`config.mk`:
```
export PLATFORM = sky130hd
export DESIGN_NAME = dm_serial_port
export DESIGN_NICKNAME = d
export VERILOG_FILES = /design/src/rtl/dm_serial_pkg.sv /design/src/rtl/dm_serial_datapath.sv /design/src/rtl/dm_serial_ctrl.sv /design/src/rtl/dm_serial_port.sv
export SDC_FILE = /design/constraint.sdc
export NUM_CORES = 1
export LEC_CHECK = 0
export ABC_AREA = 1
export BUFFER_PORTS_ARGS = -buffer_cell sky130_fd_sc_hd__buf_2
export CORE_MARGIN = 3
export CORE_UTILIZATION = 25
export DETAILED_ROUTE_END_ITERATION = 8
export GPL_TIMING_DRIVEN = 1
export PLACE_DENSITY_LB_ADDON = 0.1
export RECOVER_POWER = 50
export SYNTH_ARGS = -nofsm -noshare
export SYNTH_HDL_FRONTEND = slang
export SYNTH_HIERARCHICAL = 1
export SYNTH_SLANG_ARGS = --single-unit
```
`constraint.sdc`:
```
create_clock -name clk -period 4.1 [get_ports clk]
set_input_delay 0.82 -clock clk [delete_from_list [all_inputs] [get_ports clk]]
set_output_delay 0.82 -clock clk [all_outputs]
set_load 0.005 [all_outputs]
```
`src/rtl/dm_serial_pkg.sv`:
```
package dm_serial_pkg;

  typedef enum logic [2:0] {
    TX_IDLE, TX_START, TX_DATA, TX_PAR, TX_STOP
  } txState_t;

  typedef enum logic [2:0] {
    RX_IDLE, RX_HUNT, RX_START, RX_DATA, RX_PAR, RX_STOP
  } rxState_t;

  // Strobes from control to datapath, all single-cycle
  typedef struct packed {
    logic loadTsr;   // copy holding byte into transmit shifter, seed parity
    logic shiftTx;   // advance transmit shifter, fold bit into parity
    logic clrRx;     // clear receive parity accumulator at frame start
    logic shiftRx;   // shift sampled bit into receive shifter
    logic parRx;     // fold sampled parity bit into accumulator
    logic loadRdr;   // publish received byte
  } dpStrobe_t;

  localparam logic [1:0] REG_MODE = 2'd0;
  localparam logic [1:0] REG_CTRL = 2'd1;
  localparam logic [1:0] REG_STAT = 2'd2;
  localparam logic [1:0] REG_DATA = 2'd3;

endpackage

```
`src/rtl/dm_serial_datapath.sv`:
```
module dm_serial_datapath
  import dm_serial_pkg::*;
#(
  parameter int DATA_BITS = 8
) (
  input  logic                 clk,
  input  logic                 rstN,
  input  dpStrobe_t            stb,
  input  logic                 wrTdr,
  input  logic [DATA_BITS-1:0] wrData,
  input  logic                 rxBit,
  input  logic                 parOdd,
  output logic [DATA_BITS-1:0] rdr,
  output logic                 txBit,
  output logic                 txParBit,
  output logic                 rxParFail
);

  logic [DATA_BITS-1:0] tdr, tsr, rsr;
  logic txAcc, rxAcc;

  always_ff @(posedge clk) begin
    if (!rstN) begin
      tdr   <= '0;
      tsr   <= '0;
      rsr   <= '0;
      rdr   <= '0;
      txAcc <= 1'b0;
      rxAcc <= 1'b0;
    end else begin
      if (wrTdr) tdr <= wrData;

      if (stb.loadTsr) begin
        tsr   <= tdr;
        txAcc <= ~parOdd;            // odd seeds 0, even seeds 1
      end else if (stb.shiftTx) begin
        tsr   <= {1'b0, tsr[DATA_BITS-1:1]};
        txAcc <= txAcc ^ tsr[0];
      end

      if (stb.clrRx) begin
        rxAcc <= 1'b0;
      end else if (stb.shiftRx) begin
        rsr   <= {rxBit, rsr[DATA_BITS-1:1]};
        rxAcc <= rxAcc ^ rxBit;
      end else if (stb.parRx) begin
        rxAcc <= rxAcc ^ rxBit;
      end

      if (stb.loadRdr) rdr <= rsr;
    end
  end

  assign txBit     = tsr[0];
  assign txParBit  = ~txAcc;
  assign rxParFail = rxAcc ^ parOdd;

endmodule

```
`src/rtl/dm_serial_ctrl.sv`:
```
module dm_serial_ctrl
  import dm_serial_pkg::*;
#(
  parameter int DIV_W     = 8,
  parameter int OVS       = 16,   // ticks per bit, power of two
  parameter int DATA_BITS = 8
) (
  input  logic             clk,
  input  logic             rstN,
  input  logic [DIV_W-1:0] divisor,
  input  logic [1:0]       regSel,
  input  logic             wrEn,
  input  logic [4:0]       wrBits,
  input  logic             rxd,
  input  logic             txBit,
  input  logic             txParBit,
  input  logic             rxParFail,
  output dpStrobe_t        stb,
  output logic             rxBit,
  output logic             parOdd,
  output logic [2:0]       modeBits,
  output logic [2:0]       ctrlBits,
  output logic [4:0]       statBits,
  output logic             txd,
  output logic             sclk,
  output logic             rxiReq,
  output logic             eriReq,
  output logic             txiReq
);

  localparam int PH_W = $clog2(OVS);
  localparam int BC_W = $clog2(DATA_BITS);
  localparam logic [PH_W-1:0] PH_MID  = PH_W'(OVS/2 - 1);
  localparam logic [PH_W-1:0] PH_LAST = PH_W'(OVS - 1);
  localparam logic [PH_W-1:0] PH_HALF = PH_W'(OVS/2);
  localparam logic [BC_W-1:0] BIT_LAST = BC_W'(DATA_BITS - 1);

  logic [DIV_W-1:0] divCnt;
  logic tick;
  logic parEn, syncMode, rxEn, rxIntEn, txIntEn;
  logic rxFull, txEmpty, frameErr, parErr, overrun, anyErr;
  logic rxMeta, rxS;
  txState_t txState;
  rxState_t rxState;
  logic [PH_W-1:0] txPh, rxPh;
  logic [BC_W-1:0] txCnt, rxCnt;

  // tick generator
  assign tick = (divCnt >= divisor);
  always_ff @(posedge clk) begin
    if (!rstN || tick) divCnt <= '0;
    else               divCnt <= divCnt + 1'b1;
  end

  wire wrMode = wrEn && regSel == REG_MODE;
  wire wrCtrl = wrEn && regSel == REG_CTRL;
  wire wrStat = wrEn && regSel == REG_STAT;
  wire wrData = wrEn && regSel == REG_DATA;

  assign anyErr = frameErr | parErr | overrun;
  assign rxBit  = rxS;

  wire txEnd    = tick && txPh == PH_LAST;
  wire midBit   = tick && rxPh == PH_MID;
  wire rxEndBit = tick && rxPh == PH_LAST;
  wire txLaunch = txState == TX_IDLE && !txEmpty;
  wire syncRxGo = txLaunch && syncMode && rxState == RX_IDLE && !anyErr;
  wire huntHit  = rxState == RX_HUNT && rxEn && !syncMode && !rxS;

  wire rxFinish = (rxState == RX_STOP && midBit) ||
                  (rxState == RX_DATA && syncMode && rxEndBit && rxCnt == BIT_LAST);
  wire frameBad = rxState == RX_STOP && !rxS;
  wire parBad   = !frameBad && parEn && !syncMode && rxParFail;
  wire ovrBad   = !frameBad && !parBad && rxFull;
  wire goodByte = !frameBad && !parBad && !ovrBad;
  wire errAfter = anyErr || !goodByte;

  always_comb begin
    stb.loadTsr = txLaunch;
    stb.shiftTx = txState == TX_DATA && txEnd;
    stb.clrRx   = huntHit || syncRxGo;
    stb.shiftRx = rxState == RX_DATA && midBit;
    stb.parRx   = rxState == RX_PAR && midBit;
    stb.loadRdr = rxFinish && goodByte;
  end

  // registers and flags
  always_ff @(posedge clk) begin
    if (!rstN) begin
      {syncMode, parOdd, parEn}   <= '0;
      {txIntEn, rxIntEn, rxEn}    <= '0;
      {rxFull, frameErr, parErr, overrun} <= '0;
      txEmpty <= 1'b1;
      {rxiReq, eriReq, txiReq}    <= '0;
      rxMeta <= 1'b1;
      rxS    <= 1'b1;
    end else begin
      rxMeta <= rxd;
      rxS    <= rxMeta;
      if (wrMode) {syncMode, parOdd, parEn} <= wrBits[2:0];
      if (wrCtrl) {txIntEn, rxIntEn, rxEn}  <= wrBits[2:0];
      rxFull   <= (rxFull   & ~(wrStat & ~wrBits[0])) | (rxFinish & goodByte);
      frameErr <= (frameErr & ~(wrStat & ~wrBits[2])) | (rxFinish & frameBad);
      parErr   <= (parErr   & ~(wrStat & ~wrBits[3])) | (rxFinish & parBad);
      overrun  <= (overrun  & ~(wrStat & ~wrBits[4])) | (rxFinish & ovrBad);
      if (wrData)        txEmpty <= 1'b0;
      else if (txLaunch) txEmpty <= 1'b1;
      rxiReq <= rxFinish && rxIntEn && !errAfter;
      eriReq <= rxFinish && rxIntEn && errAfter;
      txiReq <= txLaunch && txIntEn;
    end
  end

  // transmitter
  always_ff @(posedge clk) begin
    if (!rstN) begin
      txState <= TX_IDLE;
      txPh    <= '0;
      txCnt   <= '0;
    end else if (txLaunch) begin
      txState <= syncMode ? TX_DATA : TX_START;
      txPh    <= '0;
      txCnt   <= '0;
    end else if (txState != TX_IDLE && tick) begin
      txPh <= txPh + 1'b1;
      if (txEnd) begin
        case (txState)
          TX_START: txState <= TX_DATA;
          TX_DATA: begin
            if (txCnt == BIT_LAST)
              txState <= syncMode ? TX_IDLE : (parEn ? TX_PAR : TX_STOP);
            else
              txCnt <= txCnt + 1'b1;
          end
          TX_PAR:  txState <= TX_STOP;
          default: txState <= TX_IDLE;
        endcase
      end
    end
  end

  always_comb begin
    case (txState)
      TX_START: txd = 1'b0;
      TX_DATA:  txd = txBit;
      TX_PAR:   txd = txParBit;
      default:  txd = 1'b1;
    endcase
  end
  assign sclk = !(syncMode && txState == TX_DATA && txPh < PH_HALF);

  // receiver
  always_ff @(posedge clk) begin
    if (!rstN) begin
      rxState <= RX_IDLE;
      rxPh    <= '0;
      rxCnt   <= '0;
    end else begin
      case (rxState)
        RX_IDLE: begin
          if (syncRxGo) begin
            rxState <= RX_DATA;
            rxPh    <= '0;
            rxCnt   <= '0;
          end else if (!syncMode && rxEn && !anyErr) begin
            rxState <= RX_HUNT;
          end
        end
        RX_HUNT: begin
          if (!rxEn || syncMode) rxState <= RX_IDLE;
          else if (huntHit) begin
            rxState <= RX_START;
            rxPh    <= '0;
          end
        end
        default: begin
          if (tick) rxPh <= rxPh + 1'b1;
          case (rxState)
            RX_START: begin
              if (midBit && rxS) rxState <= RX_HUNT;
              else if (rxEndBit) begin
                rxState <= RX_DATA;
                rxCnt   <= '0;
              end
            end
            RX_DATA: begin
              if (rxEndBit) begin
                if (rxCnt != BIT_LAST)  rxCnt <= rxCnt + 1'b1;
                else if (!syncMode)     rxState <= parEn ? RX_PAR : RX_STOP;
              end
            end
            RX_PAR:  if (rxEndBit) rxState <= RX_STOP;
            default: ;
          endcase
          if (rxFinish)
            rxState <= (rxEn && !errAfter && !syncMode) ? RX_HUNT : RX_IDLE;
        end
      endcase
    end
  end

  assign modeBits = {syncMode, parOdd, parEn};
  assign ctrlBits = {txIntEn, rxIntEn, rxEn};
  assign statBits = {overrun, parErr, frameErr, txEmpty, rxFull};

  AST_ERI_FLAGGED: assert property (@(posedge clk) disable iff (!rstN)
    eriReq |-> anyErr);
  AST_RXI_FULL: assert property (@(posedge clk) disable iff (!rstN)
    rxiReq |-> rxFull);
  AST_IRQ_GATED: assert property (@(posedge clk) disable iff (!rstN)
    (rxiReq || eriReq) |-> $past(rxIntEn));
  AST_TXI_BUSY: assert property (@(posedge clk) disable iff (!rstN)
    txiReq |-> txState != TX_IDLE);
  AST_ERR_HALTS: assert property (@(posedge clk) disable iff (!rstN)
    anyErr |-> rxState == RX_IDLE);

endmodule

```
`src/rtl/dm_serial_port.sv`:
```
module dm_serial_port
  import dm_serial_pkg::*;
#(
  parameter int DIV_W     = 8,
  parameter int OVS       = 16,
  parameter int DATA_BITS = 8
) (
  input  logic                 clk,
  input  logic                 rstN,
  input  logic [DIV_W-1:0]     divisor,
  input  logic [1:0]           regSel,
  input  logic                 wrEn,
  input  logic [DATA_BITS-1:0] wrData,
  output logic [DATA_BITS-1:0] rdData,
  input  logic                 rxd,
  output logic                 txd,
  output logic                 sclk,
  output logic                 rxiReq,
  output logic                 eriReq,
  output logic                 txiReq
);

  dpStrobe_t stb;
  logic rxBit, parOdd, txBit, txParBit, rxParFail;
  logic [2:0] modeBits, ctrlBits;
  logic [4:0] statBits;
  logic [DATA_BITS-1:0] rdr;

  dm_serial_ctrl #(.DIV_W(DIV_W), .OVS(OVS), .DATA_BITS(DATA_BITS)) ctrl (
    .clk(clk), .rstN(rstN), .divisor(divisor), .regSel(regSel), .wrEn(wrEn),
    .wrBits(wrData[4:0]), .rxd(rxd), .txBit(txBit), .txParBit(txParBit),
    .rxParFail(rxParFail), .stb(stb), .rxBit(rxBit), .parOdd(parOdd),
    .modeBits(modeBits), .ctrlBits(ctrlBits), .statBits(statBits),
    .txd(txd), .sclk(sclk), .rxiReq(rxiReq), .eriReq(eriReq), .txiReq(txiReq)
  );

  dm_serial_datapath #(.DATA_BITS(DATA_BITS)) dp (
    .clk(clk), .rstN(rstN), .stb(stb),
    .wrTdr(wrEn && regSel == REG_DATA), .wrData(wrData),
    .rxBit(rxBit), .parOdd(parOdd), .rdr(rdr), .txBit(txBit),
    .txParBit(txParBit), .rxParFail(rxParFail)
  );

  always_comb begin
    case (regSel)
      REG_MODE: rdData = {{(DATA_BITS-3){1'b0}}, modeBits};
      REG_CTRL: rdData = {{(DATA_BITS-3){1'b0}}, ctrlBits};
      REG_STAT: rdData = {{(DATA_BITS-5){1'b0}}, statBits};
      default:  rdData = rdr;
    endcase
  end

  AST_RDR_FRESH: assert property (@(posedge clk) disable iff (!rstN)
    (rdr != $past(rdr)) |-> (statBits[0] && !$past(statBits[0])));

endmodule

```
== Word-level counts from Yosys, hierarchy flattened ==
Index checks and enable logic that the tools add are counted.
Widths: inputs -> output; s select.

* Register bits after elaboration: 78
* Output and inout port bits: 13

* Reduce and logical (&&, ||, !) cells: 78
* Add/sub/neg operators: 5
* Multiplexer cells: 45
* Equality and inequality tests: 32
* Bitwise operators: 35
* $lt $le $gt $ge: 2

{| class="wikitable"
|+ Operator list
! kind !! count
|-
| $mux 3 || 22
|-
| $logic_and 1x1->1 || 41
|-
| $pmux 8 s3 || 1
|-
| $pmux 3 s2 || 3
|-
| $pmux 3 s3 || 2
|-
| $mux 4 || 4
|-
| $mux 8 || 2
|-
| $not 1->1 || 14
|-
| $and 1x1->1 || 12
|-
| $eq 3x2->1 const B || 4
|-
| $eq 3x3->1 const B || 4
|-
| $logic_not 1->1 || 12
|-
| $ne 3x2->1 const B || 4
|-
| $ne 5x1->1 const B || 2
|-
| $reduce_bool 2->1 || 5
|-
| $ne 3x1->1 const B || 3
|-
| $reduce_bool 3->1 || 3
|-
| $add 4x1->4 const B || 2
|-
| $add 8x1->8 const B || 1
|-
| $eq 4x4->1 const B || 2
|-
| $ge 8x8->1 || 1
|-
| $mux 1 || 8
|-
| $pmux 4 s2 || 1
|-
| $reduce_and 4->1 || 2
|-
| other kinds (25) || 42
|}

== Logic depth before layout (Yosys ltp) ==
* Depth in word-level cells: 19
* Gate-level depth with buffers: 18
* Mapped depth without buffers: 18

== By module ==
The synthesis kept the hierarchy.

{| class="wikitable"
|+ Modules (own cells, without submodules)
! module !! sequential area each (um^2) !! area each (um^2) !! cells an instance !! instances
|-
| dm_serial_ctrl || 880.8 || 2542.4 || 365 || 1
|-
| dm_serial_datapath || 680.7 || 1366.3 || 181 || 1
|-
| dm_serial_port || 0.0 || 183.9 || 35 || 1
|}

== Worst setup path after synthesis ==
Ideal clock, no wire load.

* Path type: input to register
* Start point: input divisor[3]
* End point: register dp.rsr[0]
* Slack: 1.604 ns
* Buffers on the path: 0
* Data arrival time: 2.383 ns
* Data required time: 3.987 ns
* Stages: 14
* Cell sequence: inv_1 > ha_1 > nand2_1 > nor2_1 > nor2_1 > nand2_1 > nand2_1 > nand2_4 > o21ai_2 > nor2_1 > nor2_4 > inv_2 > nor2_1 > nor2_1

* Word-level cells in the longest chain between the ends: 4

{| class="wikitable"
|+ RTL lines
! element !! RTL line !! source
|-
| start, declared || dm_serial_port.sv:10 || <nowiki>input logic [DIV_W-1:0] divisor,</nowiki>
|-
| $ge 8x8->1 || dm_serial_ctrl.sv:49 || <nowiki>assign tick = (divCnt >= divisor);</nowiki>
|-
| $logic_and 1x1->1 || dm_serial_ctrl.sv:64 || <nowiki>wire midBit = tick && rxPh == PH_MID;</nowiki>
|-
| $logic_and 1x1->1 || dm_serial_ctrl.sv:82 || <nowiki>stb.shiftRx = rxState == RX_DATA && midBit;</nowiki>
|-
| $reduce_and 2->1 (no source line) || - ||
|-
| end signal, assigned || dm_serial_datapath.sv:44 || <nowiki>rsr <= {rxBit, rsr[DATA_BITS-1:1]};</nowiki>
|-
| end, declared || dm_serial_datapath.sv:19 || <nowiki>logic [DATA_BITS-1:0] tdr, tsr, rsr;</nowiki>
|}

No other way between the ends.
A chain may end at the register's enable or synchronous reset.

==> flow_metrics.env <==
export IMPL_power_density_mw_per_mm2=436
export IMPL_synthCells=581
export IMPL_slowest_delay_ns=1.50
export IMPL_drtAntennaViolNets=0
export IMPL_critical_path_cell_chain="buf_2 > clkbuf_1 > o21ai_0 > nor3b_2"
export IMPL_cts_tree="built"
export IMPL_place_hpwl_um=7530
export IMPL_grt_pass1_wl_um=16500
export IMPL_path_delay_family="buffers and inverters"
export IMPL_worstHoldStart="ctrl/rxMeta"
export IMPL_power_total_uw=2040
export IMPL_vias_per_cell=4.34
export IMPL_numCtsBuffers=9
export IMPL_hold_viol_final=0
export IMPL_cp_start_kind="primary input"
export IMPL_fmax_ghz=0.315
export IMPL_setup_tns_ns=0
export IMPL_syn_area_mm2=0.00409
export IMPL_fin_worst_skew_ns=0.00779
export IMPL_num_vias=3589
export IMPL_yosysWarnings=6
export IMPL_violations="max-capacitance violations, max-slew violations"
export IMPL_ys_types=35
export IMPL_fillers=1767
export IMPL_drt_iter0_drc=177
export IMPL_worst_path_buf_inv=2
export IMPL_drive_gt1_share_pct=16.2
export IMPL_instances_no_fill=827
export IMPL_cts_path_max_buffers=2
export IMPL_core_area_mm2=0.0159
export IMPL_syn_avg_cell_area_um2=7.04
export IMPL_numPortBuffers=34
export IMPL_tightest_slew_ns=2.11
export IMPL_synth_seq_cells=78
export IMPL_hold_slack_ns=0.408
export IMPL_slew_viol_final=49
export IMPL_outcome="finished with violations"
export IMPL_wl_um=9980
export IMPL_dp_cells=811
export IMPL_dieArea_mm2=0.0179
export IMPL_antenna_found_initial=0
export IMPL_yosysSeqAreaShare_pct=38.2
export IMPL_fp_dieH_um=134
export IMPL_cts_setup_buffers=0
export IMPL_firstDrtPassIters=6
export IMPL_path_max_fanout=48
export IMPL_layout_cells_most_common="nand2_1"
export IMPL_whs_path_depth=1
export IMPL_hold_path_endpoint="ctrl/rxBit"
export IMPL_hold_path_class="reg2reg"
export IMPL_cp_data_required_time_ns=4.36
export IMPL_min_period_ns=3.17
export IMPL_grt_usage_pct=11.5
export IMPL_slew_limit_headroom_pct=-40.8
export IMPL_synth_net_count=618
export IMPL_cp_slowest_cell="clkbuf_1"
export IMPL_clockRootBuffer="clkbuf_16"
export IMPL_endpoint_kind="register"
export IMPL_num_rows=46
export IMPL_r2r_start="ctrl/divCnt[0]"
export IMPL_critPathArrivalTime_ns=3.44
export IMPL_die_width_um=134
export IMPL_worstSetupPathType="in2reg"
export IMPL_hold_buffers=0
export IMPL_final_nets=643
export IMPL_clk_pin_slew_worst_paths_ns=0.06
export IMPL_worstRegToRegCells=15
export IMPL_synthToLayoutAreaGrowth_pct=14.1
export IMPL_min_period_over_period_pct=77.4
export IMPL_clock_latency_ns=0.34
export IMPL_cap_violations=1
export IMPL_h_tree_depth=3
export IMPL_ir_drop_mv=0.195
export IMPL_cts_sinks=78
export IMPL_layout_common_cells="nand2_1, nor2_1, dfxtp_1"
export IMPL_pin_count=35
export IMPL_grt_remaining_overflow=0
export IMPL_leakagePower_uw=0.00213
export IMPL_post_cts_resized=0
export IMPL_grt_setup_unrepaired="no"
export IMPL_antennaDiodeCount=0
export IMPL_setup_violations_final=0
export IMPL_grt_pass1_vias=3344
export IMPL_final_util_pct=29.3
export IMPL_drc=0
export IMPL_r2r_end="dp/rdr[7]"
export IMPL_rrSetupSlack_ns=1.40
export IMPL_grt_start_max_net_pins=49
export IMPL_post_drt_wl_per_cell_um=12.1
export IMPL_place_congestion=0.792
export IMPL_start_util_pct=25.7
## state kept, by name, indices dropped and copies added, names as in the netlist, 3 cells and up
| signal | flops |
|---|---|
| ctrl/divCnt | 8 |
| ctrl/rxCnt | 3 |
| ctrl/rxPh | 4 |
| ctrl/rxState | 3 |
| ctrl/txCnt | 3 |
| ctrl/txPh | 4 |
| ctrl/txState | 3 |
| dp/rdr | 8 |
| dp/rsr | 8 |
| dp/tdr | 8 |
| dp/tsr | 8 |
## metal layers
metal | share of wire (%) | vias to the layer above | track usage (%)
met5 | 0 | - | 0
met4 | 1.3 | 0 | 3.77
met3 | 4.4 | 10 | 3.90
met2 | 43 | 55 | 18.0
met1 | 51 | 1611 | 15.0
li1 | - | 1913 | -
## worst max path at each step
stage	from	to	slack, ns	depth (start not counted)
5_1_grt	rstN	ctrl/rxPh[3]	0.64	4
3_3_place_gp	divisor[3]	dp/rdr[7]	1.09	16
3_5_place_dp	divisor[3]	dp/rdr[7]	1.07	16
6_report	rstN	ctrl/rxPh[2]	0.93	4
4_1_cts	divisor[3]	dp/rdr[7]	1.45	16
2_1_floorplan	divisor[3]	dp/rsr[0]	1.60	14
## kinds of logic after synthesis
family / share of synthesized area (%)
and+or+nand+nor: 33.0
DFF: 38.2
adders and majority gates: 4.59
xor gates and xnor gates: 0.856
buffers and inverters: 11.9
AOI/OAI and AO/OA: 11.6
## cells in the mapped netlist (all sizes together)
| cell type | count | share of area (%) |
|---|---|---|
| dfxtp | 78 | 38 |
| xor2 | 2 | 0.43 |
| or2 | 3 | 0.46 |
| o211ai | 2 | 0.37 |
| nand3b | 1 | 0.18 |
| buf | 19 | 4.0 |
| xnor2 | 2 | 0.43 |
| o21a | 1 | 0.18 |
| a211oi | 1 | 0.18 |
| nand3 | 51 | 6.2 |
| nand2 | 102 | 10 |
| nor2 | 113 | 12 |
| nand4 | 5 | 0.76 |
| a21oi | 33 | 4.3 |
| o21ai | 50 | 6.3 |
| ha | 15 | 4.6 |
| o211a | 1 | 0.24 |
| nor3b | 3 | 0.79 |
| clkbuf | 2 | 0.18 |
| nor3 | 15 | 2.5 |
| inv | 82 | 7.6 |
## per-stage QoR
| stage | worst slack (ns) | instance area (µm²) |
|---|---|---|
| 2_1_floorplan | 1.60 | 4090 |
| 3_3_place_gp | 1.09 | 4370 |
| 3_5_place_dp | 1.07 | 4370 |
| 4_1_cts | 1.45 | 4690 |
| 5_1_grt | 0.643 | 4670 |
| 6_report | 0.929 | 4670 |
## where the power goes
part / leakage (µW) / internal (µW) / switching (µW)
Sequential: 0.000632 / 787 / 33.6
Clock: 0.000154 / 547 / 319
Combinational: 0.00134 / 114 / 237
Total: 0.00213 / 1450 / 590
## area by class of cell
cell class / instances / area, µm² / area share, %
Clock buffer: 10 / 239 / 5.12
Timing Repair Buffer: 35 / 170 / 3.64
Clock inverter: 6 / 85.1 / 1.82
Multi-Input combinational cell: 400 / 2030 / 43.5
Sequential cell: 78 / 1560 / 33.4
Inverter: 82 / 313 / 6.70
Tap cell: 216 / 270 / 5.79
No activity file was read; power rests on OpenSTA's default activity.
